[src/rtl/dmem_pkg.sv]
package dmem_pkg;
  localparam int XADDR_W = 16;
  localparam int BYTE_W  = 8;
  localparam int TGT_N   = 4;
  localparam int T_IRAM  = 0;
  localparam int T_AUX   = 1;
  localparam int T_SFR   = 2;
  localparam int T_EXT   = 3;

  typedef enum logic [2:0] {
    AM_DIRECT   = 3'd0,
    AM_INDIRECT = 3'd1,
    AM_XPAGED   = 3'd2,
    AM_XWIDE    = 3'd3,
    AM_REG      = 3'd4,
    AM_BIT      = 3'd5
  } amode_e;
endpackage

[src/rtl/dmem_sfr_regs.sv]
module dmem_sfr_regs
  import dmem_pkg::*;
#(
  parameter logic [7:0] PAGE_ADDR = 8'hFA,
  parameter logic [7:0] CTL_ADDR  = 8'hFB,
  parameter int         DIS_BIT   = 0
) (
  input  logic              clk_i,
  input  logic              rst_ni,
  input  logic              wr_en_i,
  input  logic [BYTE_W-1:0] wr_addr_i,
  input  logic [BYTE_W-1:0] wr_data_i,
  output logic [BYTE_W-1:0] page_o,
  output logic              aux_dis_o
);
  logic page_hit, ctl_hit;
  assign page_hit = wr_en_i && (wr_addr_i == PAGE_ADDR);
  assign ctl_hit  = wr_en_i && (wr_addr_i == CTL_ADDR);

  always_ff @(posedge clk_i or negedge rst_ni) begin
    if (!rst_ni) begin
      page_o    <= '0;
      aux_dis_o <= 1'b0;
    end else begin
      if (page_hit) page_o    <= wr_data_i;
      if (ctl_hit)  aux_dis_o <= wr_data_i[DIS_BIT];
    end
  end

  // load on hit, hold otherwise
  a_r11_page_load: assert property (@(posedge clk_i) disable iff (!rst_ni)
    page_hit |=> page_o == $past(wr_data_i));
  a_r11_page_hold: assert property (@(posedge clk_i) disable iff (!rst_ni)
    !page_hit |=> $stable(page_o));
  a_r11_dis_hold: assert property (@(posedge clk_i) disable iff (!rst_ni)
    !ctl_hit |=> $stable(aux_dis_o));
endmodule

[src/rtl/dmem_int_dec.sv]
module dmem_int_dec
  import dmem_pkg::*;
#(
  parameter int BIT_BASE = 32
) (
  input  logic [2:0]         mode_i,
  input  logic [BYTE_W-1:0]  addr_i,
  input  logic [1:0]         bank_i,
  output logic [TGT_N-1:0]   sel_o,
  output logic [XADDR_W-1:0] off_o,
  output logic [2:0]         bit_o
);
  localparam logic [XADDR_W-1:0] BIT_BASE_W = XADDR_W'(BIT_BASE);

  always_comb begin
    sel_o = '0;
    off_o = '0;
    bit_o = '0;
    case (mode_i)
      AM_DIRECT: begin
        if (addr_i[7]) begin
          sel_o[T_SFR] = 1'b1;
          off_o        = XADDR_W'(addr_i[6:0]);
        end else begin
          sel_o[T_IRAM] = 1'b1;
          off_o         = XADDR_W'(addr_i);
        end
      end
      AM_INDIRECT: begin
        sel_o[T_IRAM] = 1'b1;
        off_o         = XADDR_W'(addr_i);
      end
      AM_REG: begin
        sel_o[T_IRAM] = 1'b1;
        off_o         = XADDR_W'({bank_i, addr_i[2:0]});
      end
      AM_BIT: begin
        bit_o = addr_i[2:0];
        if (addr_i[7]) begin
          sel_o[T_SFR] = 1'b1;
          off_o        = XADDR_W'({addr_i[6:3], 3'b000});
        end else begin
          sel_o[T_IRAM] = 1'b1;
          off_o         = BIT_BASE_W + XADDR_W'(addr_i[6:3]);
        end
      end
      default: ;
    endcase
  end
endmodule

[src/rtl/dmem_ext_dec.sv]
module dmem_ext_dec
  import dmem_pkg::*;
#(
  parameter int AUX_SIZE = 1280
) (
  input  logic [2:0]         mode_i,
  input  logic [XADDR_W-1:0] addr_i,
  input  logic [BYTE_W-1:0]  page_i,
  input  logic               aux_dis_i,
  output logic [TGT_N-1:0]   sel_o,
  output logic [XADDR_W-1:0] off_o,
  output logic               oor_o
);
  localparam logic [XADDR_W-1:0] AUX_LIM = XADDR_W'(AUX_SIZE);

  logic               is_move, is_paged, in_aux;
  logic [XADDR_W-1:0] eff;

  assign is_paged = (mode_i == AM_XPAGED);
  assign is_move  = is_paged || (mode_i == AM_XWIDE);
  assign eff      = is_paged ? XADDR_W'({page_i, addr_i[7:0]}) : addr_i;
  assign in_aux   = eff < AUX_LIM;

  always_comb begin
    sel_o = '0;
    off_o = '0;
    oor_o = 1'b0;
    if (is_move) begin
      off_o = eff;
      if (aux_dis_i)     sel_o[T_EXT] = 1'b1;
      else if (in_aux)   sel_o[T_AUX] = 1'b1;
      else if (is_paged) begin
        oor_o = 1'b1;  // paged move cannot leave chip while aux is on
        off_o = '0;
      end
      else               sel_o[T_EXT] = 1'b1;
    end
  end
endmodule

[src/rtl/dmem_decoder.sv]
module dmem_decoder
  import dmem_pkg::*;
#(
  parameter int         AUX_SIZE  = 1280,
  parameter int         BIT_BASE  = 32,
  parameter logic [7:0] PAGE_ADDR = 8'hFA,
  parameter logic [7:0] CTL_ADDR  = 8'hFB,
  parameter int         DIS_BIT   = 0
) (
  input  logic         clk_i,
  input  logic         rst_ni,
  input  logic         req_i,
  input  logic [2:0]   mode_i,
  input  logic [15:0]  addr_i,
  input  logic [1:0]   bank_i,
  input  logic         we_i,
  input  logic [7:0]   wdata_i,
  output logic [3:0]   sel_o,
  output logic [15:0]  off_o,
  output logic [2:0]   bit_o,
  output logic         ext_req_o,
  output logic         ext_we_o,
  output logic         oor_o
);
  logic [BYTE_W-1:0]  page;
  logic               aux_dis;
  logic               is_move, sfr_wr;
  logic [TGT_N-1:0]   int_sel, ext_sel;
  logic [XADDR_W-1:0] int_off, ext_off;
  logic [2:0]         int_bit;
  logic               ext_oor;

  assign is_move = (mode_i == AM_XPAGED) || (mode_i == AM_XWIDE);
  assign sfr_wr  = req_i && we_i && (mode_i == AM_DIRECT);

  dmem_sfr_regs #(
    .PAGE_ADDR(PAGE_ADDR), .CTL_ADDR(CTL_ADDR), .DIS_BIT(DIS_BIT)
  ) u_regs (
    .clk_i, .rst_ni,
    .wr_en_i  (sfr_wr),
    .wr_addr_i(addr_i[7:0]),
    .wr_data_i(wdata_i),
    .page_o   (page),
    .aux_dis_o(aux_dis)
  );

  dmem_int_dec #(.BIT_BASE(BIT_BASE)) u_int (
    .mode_i, .addr_i(addr_i[7:0]), .bank_i,
    .sel_o(int_sel), .off_o(int_off), .bit_o(int_bit)
  );

  dmem_ext_dec #(.AUX_SIZE(AUX_SIZE)) u_ext (
    .mode_i, .addr_i, .page_i(page), .aux_dis_i(aux_dis),
    .sel_o(ext_sel), .off_o(ext_off), .oor_o(ext_oor)
  );

  always_comb begin
    sel_o = '0;
    off_o = '0;
    bit_o = '0;
    oor_o = 1'b0;
    if (req_i) begin
      if (is_move) begin
        sel_o = ext_sel;
        off_o = ext_off;
        oor_o = ext_oor;
      end else begin
        sel_o = int_sel;
        off_o = int_off;
        bit_o = int_bit;
      end
    end
  end

  assign ext_req_o = sel_o[T_EXT];
  assign ext_we_o  = sel_o[T_EXT] && we_i;

  a_r12_onehot: assert property (@(posedge clk_i) disable iff (!rst_ni)
    $onehot0(sel_o));
  a_r12_idle: assert property (@(posedge clk_i) disable iff (!rst_ni)
    !req_i |-> (sel_o == '0) && !ext_req_o && !ext_we_o && !oor_o);
  a_r5_aux_quiet: assert property (@(posedge clk_i) disable iff (!rst_ni)
    sel_o[T_AUX] |-> !ext_req_o && !ext_we_o);
  a_r8_oor_nosel: assert property (@(posedge clk_i) disable iff (!rst_ni)
    oor_o |-> (sel_o == '0) && !ext_req_o);
  a_r7_paged_onchip: assert property (@(posedge clk_i) disable iff (!rst_ni)
    req_i && (mode_i == AM_XPAGED) && !aux_dis |-> !ext_req_o);
  a_r9_dis_ext: assert property (@(posedge clk_i) disable iff (!rst_ni)
    req_i && is_move && aux_dis |-> ext_req_o && !oor_o);
  a_r2_direct_sfr: assert property (@(posedge clk_i) disable iff (!rst_ni)
    req_i && (mode_i == AM_DIRECT) && addr_i[7] |-> sel_o == 4'b0100);
endmodule

[config.mk]
export PLATFORM = sky130hd
export DESIGN_NAME = dmem_decoder
export DESIGN_NICKNAME = d
export VERILOG_FILES = /design/src/rtl/dmem_pkg.sv /design/src/rtl/dmem_sfr_regs.sv /design/src/rtl/dmem_int_dec.sv /design/src/rtl/dmem_ext_dec.sv /design/src/rtl/dmem_decoder.sv
export SDC_FILE = /design/constraint.sdc
export NUM_CORES = 1
export LEC_CHECK = 0
export BUFFER_PORTS_ARGS = -buffer_cell sky130_fd_sc_hd__buf_2
export CORE_ASPECT_RATIO = 1.4
export CORE_MARGIN = 5
export CORE_UTILIZATION = 42
export DETAILED_ROUTE_END_ITERATION = 8
export MAX_ROUTING_LAYER = met4
export PLACE_DENSITY = 0.91
export SYNTH_ARGS = -nofsm -noshare
export SYNTH_HDL_FRONTEND = slang
export SYNTH_SLANG_ARGS = --single-unit
[constraint.sdc]
create_clock -name clk_i -period 2.8 [get_ports clk_i]
set_input_delay 0.56 -clock clk_i [delete_from_list [all_inputs] [get_ports clk_i]]
set_output_delay 0.56 -clock clk_i [all_outputs]
set_load 0.005 [all_outputs]
==> results of run 1 <==
==> report_power, final <==
part	leakage [nW]	internal, mW	switching (mW)
clock	0.0177	0.0528	0.0493
combinational	0.547	0.0497	0.0562
sequential	0.126	0.131	0.000526
total	0.691	0.233	0.106
==> final timing paths <==
kind	slack, ps	endpoint
min in group clk_i	520	u_regs.page_o[1]
worst max-delay path	200	off_o[7]
worst min-delay path	130	u_regs.page_o[6]
worst max register to register	1980	u_regs.page_o[7]
max in group asynchronous	2490	u_regs.page_o[5]
worst min register to register	540	u_regs.page_o[6]
==> synthesized netlist by cell type (4+ instances only) <==
master	number	area (um2)
mux2_2	9	101
nor2b_1	4	25.0
and2_1	4	25.0
nor2_1	11	41.3
inv_1	6	22.5
nand2_1	17	63.8
nand3_1	5	25.0
a21oi_1	10	50.1
o21ai_0	4	20.0
dfrtp_1	9	225
==> state kept, by name, summed over array words and instances (netlist names) <==
| name | cells |
|---|---|
| u_regs.page_o | 8 |
| u_regs.aux_dis_o | 1 |
==> routing by layer <==
layer  track usage, %  vias up
li1                 -      547
met1             20.3      506
met2             31.3       57
met3             4.37        9
met4             8.42        0
met5                -        -
==> cells by family (layout without fill, tap and decap cells) <==
family,count (synthesis),in the layout,synth area share (%)
mux,9,9,11.2
flops,9,9,24.8
xor+xnor,1,1,0.964
simple gates,62,62,38.4
buf+inv,12,73,6.47
compound gates,26,26,18.2
==> cell usage in the layout (no fill, tap or decap), types with 2 or more instances in the layout <==
cell type and count:
a21oi_1 10, a2bb2oi_1 3, a31oi_1 3, and2_1 4, buf_2 58, buf_4 5, clkbuf_4 3, dfrtp_1 9
inv_1 6, mux2_2 9, nand2_1 17, nand2b_1 3, nand3_1 5, nand4b_1 2, nor2_1 11, nor2b_1 4
nor3_1 3, o21ai_0 4
==> cell type report <==
class | instances | area share (%)
clock buffer | 3 | 1.78
clock inverter | 1 | 0.396
inverter | 6 | 1.78
multi-input combinational | 98 | 50.1
sequential | 9 | 17.8
tap | 22 | 2.18
timing repair buffer | 63 | 25.9
==> stage by stage <==
stage	total power [mW]	util, %	setup WS [ps]	hold slack [ps]	std cells
after detailed placement	0.239	57.7	351	420	198
after floorplan	0.185	-	330	264	119
after global routing	0.363	59.4	32.3	131	202
after CTS	0.342	59.0	108	131	202
after global placement	0.238	57.7	392	418	198
final	0.339	59.4	196	129	202
==> what timing repair did <==
| action | in CTS | in global routing |
|---|---|---|
| resized for setup | 0 | 1 |
| hold buffers | 0 | 0 |
| endpoints found under the setup margin | 0 | 2 |
==> flow_summary.toml, run 1 <==
[critical_path]
setup.worst_path.class = "flop to primary output"
required_ps = 2240
reg2reg_from = "u_regs.page_o[7]"
critPathBufInv = 1
cp_max_fo = 8
slowest_stage = "or4_1"
path_depth = 5
endpoint_kind = "primary output"
worstSetupStartpointType = "flop"
r2r.worst_path.cells = 1
critPathTopFamily = "simple AND/OR/NAND/NOR gates"
arrival_ps = 2040
max_stage_delay_ps = 590
cp_cell_sequence = "or4_1 > o31ai_4 > nand2_2 > nor4b_2 > buf_2"
startpoint = "u_regs.page_o[6]"

[route]
met3WireLength_um = 310
met1_length_um = 1110
first_iter_violations = 33
dr.max_layer_used = "met4"
vias = 1119
wirelength_um = 2830
via_per_inst = 5.54
postRouteAntennaNets = 0
wire_per_inst_um = 14.0
firstDrtPassIters = 4
route.met2.wl_um = 1330
drc = 0

[run]
maxCapViolations = 0

[die]
die_height_um = 65.0
initial_core_util_pct = 42.7
die-area_um2 = 3210
rows = 20
core_area_um2 = 2130
die_w_um = 49.3
io_pins = 59

[yosys]
synthArstFlopShare_pct = 100
postSynthAreaPerCell_um2 = 7.63
synth_edf_count = 0
syn-num-nets = 152
synthFlopType = "dfrtp_1"
ys_seq_elements = 9
ys_seq_area_share_pct = 24.8
syn_area_um2 = 908
yosys_warnings = 0
syn_inst = 119
synth.distinct_cells = 40

[power]
ir_worst_vdd_mv = 0.211
p_per_area_nw_per_um2 = 268
power_leakage_nw = 0.691

[hold_path]
min_path_type = "primary input to asynchronous set/reset pin"

[place]
place_hpwl_um = 2350
port_buffers = 58
dpl_cell_area_um2 = 1230
gp_congestion = 0.895

[global_route]
first_global_vias = 1110
grt_max_degree = 13
grt_usage_pct = 18.5
grt_pass1_wl_um = 4710
grt_overflow = 0
antenna_found_initial = 0

[sta]
maxSlewViolCount = 0
hold_violations = 0
rsz0062_at_grt = "false"
setup_violations = 0
fmax_mhz = 384
slew_headroom_pct = 72.9
fin_setup_tns_ps = 0
finalCritPeriodShare_pct = 93.0
finalClockSkew_ps = 0
worstMarginPinSlew_ps = 406
post-route-min-period_ps = 2600

[clock_tree]
cts_tree = "done"
ctsHtreeMaxLevel = 1
clk_pin_slew_ps = 70
cts-root-buf = "clkbuf_4"
clk_latency_ps = 270
clock_sinks = 9
cts_setup_buffers = 0
cts_buffers = 3
ctsLongestPathBuffers = 2

[status]
run_status = "finished clean"

[cells_and_area]
multi_input_area_um2 = 633
seq_area_um2 = 225
num-nets-final = 214
n_fill_cell = 214
num_antenna_cells = 0
syn_to_final_growth_pct = 39.1
layout-drive-gt1-share_pct = 45.6
final_cell_area_um2 = 1260
Power figures use the tool's default switching activity.
==> run 2, diff against run 1 <==
--- a/config.mk
+++ b/config.mk
@@ -5,13 +5,13 @@
 export SDC_FILE = /design/constraint.sdc
 export NUM_CORES = 1
 export LEC_CHECK = 0
-export BUFFER_PORTS_ARGS = -buffer_cell sky130_fd_sc_hd__buf_2
-export CORE_ASPECT_RATIO = 1.4
+export ABC_CLOCK_PERIOD_IN_PS = 2800
 export CORE_MARGIN = 5
-export CORE_UTILIZATION = 42
+export CORE_UTILIZATION = 61
 export DETAILED_ROUTE_END_ITERATION = 8
+export DONT_BUFFER_PORTS = 1
 export MAX_ROUTING_LAYER = met4
-export PLACE_DENSITY = 0.91
+export PLACE_DENSITY = 0.87
 export SYNTH_ARGS = -nofsm -noshare
 export SYNTH_HDL_FRONTEND = slang
 export SYNTH_SLANG_ARGS = --single-unit
==> run 2 against run 1 <==
Net effect:
- via count shrank 20%
- count of clock-buffer cells in the layout is 1 higher
- die area is 26% lower
- non-clock buffer count decreased by 61
- core utilization increased by 5.0 points
- setup slack got worse by 2.0 ps
- routed wire length down 17%
==> flow_summary.toml, run 2 (synthesis results as in run 1) <==
[global_route]
grt_max_degree = 19
grt_overflow = 0
antenna_found_initial = 0
first_global_vias = 878
grt_usage_pct = 20.4
grt_pass1_wl_um = 3980

[place]
port_buffers = 0
place_hpwl_um = 1890
dp_worst_setup_slack_ps = 453
dp.cells = 130
gp_congestion = 0.838

[route]
vias = 895
wire_per_inst_um = 17.4
via_per_inst = 6.63
first_iter_violations = 20
drc = 0
firstDrtPassIters = 4
wirelength_um = 2350
postRouteAntennaNets = 0

[critical_path]
reg2reg_from = "u_regs.aux_dis_o"
timing.rr.end = "u_regs.aux_dis_o"
startpoint = "u_regs.page_o[6]"
endpoint_kind = "primary output"
required_ps = 2240
setup.worst_path.class = "flop to primary output"
arrival_ps = 2050
cp_max_fo = 8
r2r.worst_path.cells = 1
worstSetupStartpointType = "flop"
r2r_slack_ps = 1970

[clock_tree]
clk_pin_slew_ps = 60
cts_buffers = 3
clock_sinks = 9
cts_setup_buffers = 0
cts_tree = "done"
clk_latency_ps = 250
ctsHtreeMaxLevel = 1
cts-root-buf = "clkbuf_4"
ctsLongestPathBuffers = 2

[die]
io_pins = 59
die_w_um = 48.6
die-area_um2 = 2360
rows = 14
die_height_um = 48.6
core_area_um2 = 1450
initial_core_util_pct = 62.5

[sta]
fin_setup_tns_ps = 0
finalClockSkew_ps = 0
setup_ws_ps = 194
post-route-min-period_ps = 2610
finalCritPeriodShare_pct = 93.1
worstMarginPinSlew_ps = 726
slew_headroom_pct = 51.3
setup_violations = 0
fmax_mhz = 384
maxSlewViolCount = 0
hold_violations = 0
rsz0062_at_grt = "false"

[cells_and_area]
n_fill_cell = 127
final_common_cell = "nand2_1"
largest_register_ff_count = 8
fin_cells = 135
num_antenna_cells = 0
reg_top3 = "u_regs.page_o: 8 flops, u_regs.aux_dis_o: 1 flops"
syn_to_final_growth_pct = 3.03
multi_input_area_um2 = 624
max_flop_register = "u_regs.page_o"
num-nets-final = 153
final_cell_mix = "nand2_1 (17), nor2_1 (11), a21oi_1 (10), mux2_2 (9), dfrtp_1 (9)"
seq_area_um2 = 225
layout-drive-gt1-share_pct = 16.0

[hold_path]
hold_path_end = "u_regs.page_o[7]"
min_path_type = "primary input to flop"
whs_path_depth = 1
min-delay-start = "wdata_i[7]"

[power]
power_leakage_nw = 0.409
finalPower_mw = 0.278
ir_worst_vdd_mv = 0.188
p_per_area_nw_per_um2 = 297

[status]
run_status = "finished clean"

[run]
maxCapViolations = 0
==> run 2: changes by cell type in the layout (fill, tap and decap cells not counted), sizes merged <==
| cell | before | now |
|---|---|---|
| dlygate4sd3 | 0 | 1 |
| clkinv | 1 | 0 |
| clkbuf | 3 | 4 |
| buf | 63 | 1 |
==> run 2: how the worst max path moves through the flow <==
stage,end,depth (start not counted),slack (ps)
finish,off_o[7],4,190
global route,off_o[6],4,20
CTS,off_o[7],4,180
floorplan,ext_we_o,6,330
detailed placement,off_o[7],4,450
global placement,off_o[7],4,490
==> run 2: final cells by class <==
class	count	share of cell area (%)
multi-input combinational	98	66.7
sequential	9	24.1
clock buffer	4	2.81
inverter	6	2.41
tap	16	2.14
timing repair buffer	2	1.87
==> run 2: critical path, stage by stage, from the launching register on <==
cell	delay, ps
dfrtp_1	390
or4_1	560
o31ai_2	350
nand2_2	190
nor4b_2	320
==> run 2: metrics by stage <==
| step | utilization [%] | instance area, um2 | hold slack, ps |
|---|---|---|---|
| 6_report | 64.4 | 936 | 461 |
| 5_1_grt | 64.4 | 936 | 449 |
| 4_1_cts | 64.4 | 936 | 453 |
| 3_5_place_dp | 61.9 | 900 | 265 |
| 3_3_place_gp | 61.9 | 900 | 265 |
| 2_1_floorplan | - | 908 | 264 |
==> run 2: repair_timing <==
item,CTS,global route
endpoints found under the hold margin,9,0
resized for setup,0,0
hold buffers,1,0
==> run 2: report_power, final <==
group | internal [mW] | total, mW | switching, mW
Combinational | 0.0244 | 0.0547 | 0.0303
Sequential | 0.131 | 0.131 | 0.000532
Clock | 0.0544 | 0.0924 | 0.0379
==> run 2: metal layers <==
metal | global-route usage, % | part of all wire, % | vias to the layer above | wire length, um
met3 | 4.91 | 8.1 | 4 | 190
li1 | - | - | 423 | -
met2 | 32.0 | 49 | 46 | 1160
met1 | 26.0 | 42 | 422 | 975
met4 | 6.28 | 0.85 | 0 | 20
met5 | - | 0 | - | 0
